==> config.mk <==
export PLATFORM = sky130hd
export DESIGN_NAME = exc_vector_unit
export DESIGN_NICKNAME = d
export VERILOG_FILES = /design/src/rtl/exc_pkg.sv /design/src/rtl/exc_req_collect.sv /design/src/rtl/exc_prio_pick.sv /design/src/rtl/exc_out_reg.sv /design/src/rtl/exc_vector_unit.sv
export SDC_FILE = /design/constraint.sdc
export NUM_CORES = 1
export LEC_CHECK = 0
export BUFFER_PORTS_ARGS = -buffer_cell sky130_fd_sc_hd__buf_2
export CAP_MARGIN = 20
export CELL_PAD_IN_SITES_DETAIL_PLACEMENT = 2
export CELL_PAD_IN_SITES_GLOBAL_PLACEMENT = 2
export CORE_ASPECT_RATIO = 0.6
export CORE_MARGIN = 3
export CORE_UTILIZATION = 21
export DETAILED_ROUTE_END_ITERATION = 10
export GPL_TIMING_DRIVEN = 0
export PLACE_DENSITY = 0.82
export SLEW_MARGIN = 20
export SYNTH_ARGS = -nofsm -noshare
export SYNTH_HDL_FRONTEND = slang
export SYNTH_SLANG_ARGS = --single-unit
==> constraint.sdc <==
create_clock -name clk -period 2.1 [get_ports clk]
set_input_delay 0.42 -clock clk [delete_from_list [all_inputs] [get_ports clk]]
set_output_delay 0.42 -clock clk [all_outputs]
set_load 0.01 [all_outputs]
==> src/rtl/exc_pkg.sv <==
package exc_pkg;
  localparam int VEC_W_DEF = 8;

  // source index doubles as priority: lower index wins
  typedef enum logic [3:0] {
    S_DIV    = 4'd0,
    S_STEP   = 4'd1,
    S_BRK    = 4'd2,
    S_INTO   = 4'd3,
    S_BOUND  = 4'd4,
    S_OPC    = 4'd5,
    S_NOCOP  = 4'd6,
    S_LIMIT  = 4'd7,
    S_WRAP   = 4'd8,
    S_COPERR = 4'd9,
    S_SWINT  = 4'd10,
    S_NMI    = 4'd11,
    S_INTR   = 4'd12
  } src_e;

  localparam int NSRC  = 13;
  localparam int IDX_W = $clog2(NSRC);

  function automatic logic [7:0] fixed_vec(input src_e s);
    case (s)
      S_DIV:    fixed_vec = 8'd0;
      S_STEP:   fixed_vec = 8'd1;
      S_BRK:    fixed_vec = 8'd3;
      S_INTO:   fixed_vec = 8'd4;
      S_BOUND:  fixed_vec = 8'd5;
      S_OPC:    fixed_vec = 8'd6;
      S_NOCOP:  fixed_vec = 8'd7;
      S_LIMIT:  fixed_vec = 8'd8;
      S_WRAP:   fixed_vec = 8'd13;
      S_COPERR: fixed_vec = 8'd16;
      S_NMI:    fixed_vec = 8'd2;
      default:  fixed_vec = 8'd0;
    endcase
  endfunction

  function automatic logic restarts(input src_e s);
    case (s)
      S_DIV, S_BOUND, S_OPC, S_NOCOP, S_LIMIT, S_WRAP, S_COPERR: restarts = 1'b1;
      default: restarts = 1'b0;
    endcase
  endfunction
endpackage

==> src/rtl/exc_req_collect.sv <==
module exc_req_collect
  import exc_pkg::*;
(
  input  logic            div_zero_i,
  input  logic            quot_ovf_i,
  input  logic            step_trap_i,
  input  logic            brk_trap_i,
  input  logic            into_exec_i,
  input  logic            of_flag_i,
  input  logic            bound_fail_i,
  input  logic            bad_opcode_i,
  input  logic            cop_absent_i,
  input  logic            limit_fault_i,
  input  logic            word_wrap_i,
  input  logic            cop_error_i,
  input  logic            sw_int_i,
  input  logic            nmi_i,
  input  logic            intr_req_i,
  input  logic            if_flag_i,
  output logic [NSRC-1:0] req_o
);
  always_comb begin
    req_o           = '0;
    req_o[S_DIV]    = div_zero_i | quot_ovf_i;
    req_o[S_STEP]   = step_trap_i;
    req_o[S_BRK]    = brk_trap_i;
    req_o[S_INTO]   = into_exec_i & of_flag_i;
    req_o[S_BOUND]  = bound_fail_i;
    req_o[S_OPC]    = bad_opcode_i;
    req_o[S_NOCOP]  = cop_absent_i;
    req_o[S_LIMIT]  = limit_fault_i;
    req_o[S_WRAP]   = word_wrap_i;
    req_o[S_COPERR] = cop_error_i;
    req_o[S_SWINT]  = sw_int_i;
    req_o[S_NMI]    = nmi_i;
    req_o[S_INTR]   = intr_req_i & if_flag_i;
  end
endmodule

==> src/rtl/exc_prio_pick.sv <==
module exc_prio_pick #(
  parameter int N  = 13,
  parameter int IW = $clog2(N)
) (
  input  logic [N-1:0]  req_i,
  output logic [N-1:0]  grant_o,
  output logic [IW-1:0] idx_o,
  output logic          any_o
);
  logic [N:0] lower_any;
  assign lower_any[0] = 1'b0;

  for (genvar i = 0; i < N; i++) begin : g_chain
    assign lower_any[i+1] = lower_any[i] | req_i[i];
    assign grant_o[i]     = req_i[i] & ~lower_any[i];
  end

  assign any_o = lower_any[N];

  always_comb begin
    idx_o = '0;
    for (int i = 0; i < N; i++)
      if (grant_o[i]) idx_o = IW'(i);
  end
endmodule

==> src/rtl/exc_out_reg.sv <==
module exc_out_reg
  import exc_pkg::*;
#(
  parameter int VEC_W = VEC_W_DEF
) (
  input  logic             clk,
  input  logic             rst_n,
  input  logic             any_i,
  input  logic [IDX_W-1:0] idx_i,
  input  logic [VEC_W-1:0] sw_vec_i,
  input  logic [VEC_W-1:0] intr_vec_i,
  output logic             take_o,
  output logic [VEC_W-1:0] vec_o,
  output logic             restart_o
);
  src_e             win;
  logic [VEC_W-1:0] vec_nxt;

  assign win = src_e'(idx_i);

  always_comb begin
    case (win)
      S_SWINT: vec_nxt = sw_vec_i;
      S_INTR:  vec_nxt = intr_vec_i;
      default: vec_nxt = VEC_W'(fixed_vec(win));
    endcase
  end

  always_ff @(posedge clk) begin
    if (!rst_n) begin
      take_o    <= 1'b0;
      vec_o     <= '0;
      restart_o <= 1'b0;
    end else begin
      take_o <= any_i;
      if (any_i) begin
        vec_o     <= vec_nxt;
        restart_o <= restarts(win);
      end
    end
  end
endmodule

==> src/rtl/exc_vector_unit.sv <==
module exc_vector_unit
  import exc_pkg::*;
#(
  parameter int VEC_W = VEC_W_DEF
) (
  input  logic             clk,
  input  logic             rst_n,
  input  logic             div_zero_i,
  input  logic             quot_ovf_i,
  input  logic             step_trap_i,
  input  logic             brk_trap_i,
  input  logic             into_exec_i,
  input  logic             of_flag_i,
  input  logic             bound_fail_i,
  input  logic             bad_opcode_i,
  input  logic             cop_absent_i,
  input  logic             limit_fault_i,
  input  logic             word_wrap_i,
  input  logic             cop_error_i,
  input  logic             sw_int_i,
  input  logic [VEC_W-1:0] sw_vec_i,
  input  logic             nmi_i,
  input  logic             intr_req_i,
  input  logic [VEC_W-1:0] intr_vec_i,
  input  logic             if_flag_i,
  output logic             take_o,
  output logic [VEC_W-1:0] vec_o,
  output logic             restart_o
);
  logic [NSRC-1:0]  req;
  logic [NSRC-1:0]  grant;
  logic [IDX_W-1:0] idx;
  logic             any;

  exc_req_collect u_collect (
    .div_zero_i, .quot_ovf_i, .step_trap_i, .brk_trap_i, .into_exec_i,
    .of_flag_i, .bound_fail_i, .bad_opcode_i, .cop_absent_i,
    .limit_fault_i, .word_wrap_i, .cop_error_i, .sw_int_i, .nmi_i,
    .intr_req_i, .if_flag_i, .req_o(req)
  );

  exc_prio_pick #(.N(NSRC), .IW(IDX_W)) u_pick (
    .req_i(req), .grant_o(grant), .idx_o(idx), .any_o(any)
  );

  exc_out_reg #(.VEC_W(VEC_W)) u_out (
    .clk, .rst_n, .any_i(any), .idx_i(idx), .sw_vec_i, .intr_vec_i,
    .take_o, .vec_o, .restart_o
  );

  // assertions, relating pins across the register stage
  logic internal_any;
  assign internal_any = |req[S_SWINT:0];

  p_onehot_grant_r11: assert property (@(posedge clk) disable iff (!rst_n)
    $onehot0(grant));

  p_divide_r1: assert property (@(posedge clk) disable iff (!rst_n)
    (div_zero_i | quot_ovf_i) |=> (take_o && vec_o == '0 && restart_o));

  p_nmi_r9: assert property (@(posedge clk) disable iff (!rst_n)
    (nmi_i && !internal_any) |=> (take_o && vec_o == VEC_W'(2) && !restart_o));

  p_if_gate_r10: assert property (@(posedge clk) disable iff (!rst_n)
    (!if_flag_i && !nmi_i && !internal_any) |=> !take_o);

  p_into_gate_r3: assert property (@(posedge clk) disable iff (!rst_n)
    (into_exec_i && !of_flag_i && !nmi_i && !(intr_req_i && if_flag_i) &&
     !(|req[S_SWINT:0])) |=> !take_o);

  p_hold_r12: assert property (@(posedge clk) disable iff (!rst_n)
    !take_o |-> ($stable(vec_o) && $stable(restart_o)));

  p_trap_norestart_r2: assert property (@(posedge clk) disable iff (!rst_n)
    (take_o && (vec_o == VEC_W'(1) || vec_o == VEC_W'(3) || vec_o == VEC_W'(4)))
      |-> !restart_o);
endmodule

==> reports/qor.txt <==
Final cell count without fillers -> 212
Max_cap viols -> 0
Synth-to-layout area growth -> 71.12%
Initial core utilization -> 22.64%
Critical path's top delay family -> compound AO/OA/AOI/OAI gates
Vias per inst -> 5.443
Placed insts -> 198
Drt total wl -> 4389 um
Final hold vios -> 0
Worst slack, placed -> -0.5117 ns
Die Y -> 55.63 um
Final setup fails -> 5
Crit Reg-Reg Startpoint -> u_out.vec_o[7]$_SDFFE_PN0P_
Post-synth EDFFs -> 0
Most common cell on crit path -> buf_8
Synth Area per Inst -> 7.909 um2
Failing checks -> setup timing
Clock transition at path regs -> 0.05 ns
Max Fclk -> 456.6 MHz
Via count -> 1154
Flops & latches, synth -> 10
RR Endpoint -> u_out.vec_o[7]$_SDFFE_PN0P_
Clock sink count -> 10
Setup ws final -> -0.09027 ns
First-pass GRT wire length -> 6824 um
Mapped cell area -> 862.1 um2
Die area -> 4935 um2
Sequential area share after synthesis -> 23.22%
Worst skew pair latency -> 0.24 ns
DRC viols -> 0
Worst Path Required -> 2.22 ns
H-tree depth -> 1
Die W -> 88.72 um
# hold bufs at CTS -> 0
Gr usage total -> 17.89%
Layout cells sized above 1 -> 56.36%
DRT Pass-1 Iters -> 5
Crit path to -> u_out.vec_o[0]$_SDFFE_PN0P_
Hold Worst Slack -> 0.4379 ns
Total CTS buffers -> 3
Status -> finished with violations
Num rows -> 17
RSZ-0062 raised after global routing -> yes
Port buffer count -> 42
Drt wl/cell -> 20.70 um
Initial antenna violation count -> 0
Syn Inst Count -> 109
Root buffer cell -> clkbuf_8
CP max-delay cell -> a2111o_1
CP Capture Type -> flip-flop
Vias in the first global route -> 1313
Post-Layout Inst Area -> 1475 um2
Fin util -> 38.74%
Detail Route Antenna Nets -> 0
VDD IR max -> 0.1822 mV
Total grt overflow -> 0
Max-slew violations -> 0
R2r setup slk -> 1.24 ns
Clock Skews -> 0 ns
Lkg Pwr -> 0.6250 nW
Dominant synthesized flop cell -> dfxtp_1
CTS tree -> built
Gpl congestion -> 0.7752
Synth Warn # -> 0
Worst R2R Path Depth -> 2
Hold crit path type -> input port to flip-flop
CP Max Fanout -> 6
Crit-path max cell delay -> 0.43 ns
Buffer and inverter count on the worst path -> 2
Crit path kind -> input port to flip-flop
Final antenna diode count -> 0
Pin count of the biggest net entering global routing -> 11
Syn_nets -> 148
Nets -> 206
Async set-reset flop share out of synthesis -> 0%
Measured slew at the worst slew-check pin -> 0.7573 ns
Critical-path cell list -> buf_8, nor2_4, nor3_4, o31ai_4, a2111o_1, ha_2, buf_8, nand2_4, a21oi_2, a31oi_1, o22ai_1, o221a_2
PwrDens -> 405.0 nW/um2
Distinct cells, synth -> 36
Period Utilization, post-route -> 104.3%
HPWL Detailed -> 2889 um
Crit start category -> input port
Crit path from -> sw_int_i
Worst rel slew slack -> 49.09%
Placed Area -> 1132 um2
Critical Path Stages -> 12
Iteration-0 DRC Markers -> 36
Data arrival time of the worst path -> 2.31 ns
Core ar. -> 3807 um2
Clock Path Buffers -> 2
Io pins -> 44
Tmin final -> 2.190 ns
[flip-flops by register name, summed over array words and instances (netlist names)]
name and cells:
u_out.restart_o 1, u_out.take_o 1, u_out.vec_o 8
[cell type report]
cell class,count,area (um2)
fill,425,2332
multi-input combinational,91,794.5
timing repair buffer,54,334.1
sequential,10,200.2
tap,47,58.81
clock buffer,3,41.29
buffer,3,31.28
inverter,4,15.01
[layer usage]
layer	GRT usage (%)	up-vias	part of all wire [%]
li1	-	531	-
met2	30.66	38	49
met3	2.959	4	4.1
met4	4.095	0	1.1
met1	23.26	581	46
met5	0	-	0
[power breakdown]
part	leakage, nW	internal, W	total (W)	switching [W]
combinational	0.522	0.0000909	0.000196	0.000105
sequential	0.0815	0.000195	0.000198	0.00000254
clock	0.0216	0.000126	0.000204	0.0000779
[synthesized netlist by cell type (2+ instances only)]
cell / instances / area, um2
or4_4: 2 / 22.52
nor2b_1: 4 / 25.02
nand3_1: 3 / 15.01
a21oi_1: 13 / 65.06
nor2_1: 12 / 45.04
inv_1: 4 / 15.01
a222oi_1: 3 / 30.03
and2_1: 3 / 18.77
ha_1: 5 / 62.56
a221oi_1: 2 / 17.52
nor3_1: 4 / 20.02
dfxtp_1: 10 / 200.2
o21bai_1: 2 / 15.01
nand2_1: 9 / 33.78
o21ai_0: 6 / 30.03
a31oi_1: 3 / 18.77
buf_6: 2 / 22.52
o221a_2: 2 / 22.52
mux2i_1: 2 / 20.02
a21o_1: 2 / 15.01
[worst min-delay path by stage]
stage	endpoint	cells after the start	startpoint	slack (ns)
after floorplan	u_out.vec_o[3]$_SDFFE_PN0P_	2	u_out.vec_o[3]$_SDFFE_PN0P_	0.55
after global placement	u_out.vec_o[3]$_SDFFE_PN0P_	2	u_out.vec_o[3]$_SDFFE_PN0P_	0.50
after detailed placement	u_out.vec_o[0]$_SDFFE_PN0P_	1	u_out.vec_o[0]$_SDFFE_PN0P_	0.51
after CTS	u_out.vec_o[2]$_SDFFE_PN0P_	3	intr_vec_i[2]	0.47
after global routing	u_out.vec_o[2]$_SDFFE_PN0P_	3	intr_vec_i[2]	0.46
final	u_out.vec_o[3]$_SDFFE_PN0P_	3	sw_vec_i[3]	0.44
[stage by stage]
| step | total power, W | TNS (ns) |
|---|---|---|
| 2_1_floorplan | 0.0002608 | -0.08801 |
| 3_3_place_gp | 0.0003179 | -2.746 |
| 3_5_place_dp | 0.0003266 | -3.570 |
| 4_1_cts | 0.0005596 | -0.4024 |
| 5_1_grt | 0.0006301 | -0.9161 |
| 6_report | 0.0005975 | -0.2516 |
[worst reg2reg max path, delay by kind of cell, from the launching register on]
kind	cells	cell delay (ns)
compound gates	1	0.34
flops	1	0.31
simple gates	1	0.09
[what timing repair did]
item                       in CTS  in global routing
setup buffers                  10                  3
setup endpoints to repair       7                  9
gates resized for setup        32                 20
hold endpoints to repair        0                  0
pin swaps                      18                 17
[placed cells by master, fill, tap and decap left out, types with 2 or more instances in the layout]
cell type | netlist | routed
buf_2 | 0 | 39
a21oi_1 | 13 | 10
buf_4 | 0 | 10
dfxtp_1 | 10 | 10
nor2_1 | 12 | 9
nand2_1 | 9 | 7
buf_6 | 2 | 4
nor3_4 | 1 | 3
inv_1 | 4 | 3
o21ai_0 | 6 | 3
a21oi_2 | 0 | 3
buf_8 | 0 | 3
a31oi_1 | 3 | 3
and2_1 | 3 | 3
a222oi_1 | 3 | 3
nor2b_1 | 4 | 3
o21ai_1 | 1 | 3
ha_4 | 0 | 3
clkbuf_8 | 0 | 3
nor2_4 | 0 | 2
a21o_1 | 2 | 2
or4_4 | 2 | 2
nor3_1 | 4 | 2
nand3_1 | 3 | 2
o221a_2 | 2 | 2
a221oi_2 | 0 | 2
[cells by family after synthesis]
logic type / share of synthesized area, %
AOI/OAI and AO/OA: 32.66
adders and majority gates: 7.257
buffers and inverters: 5.368
DFF: 23.22
muxes: 2.322
and+or+nand+nor: 29.17
Note: power is estimated with default switching activity, not from simulation.
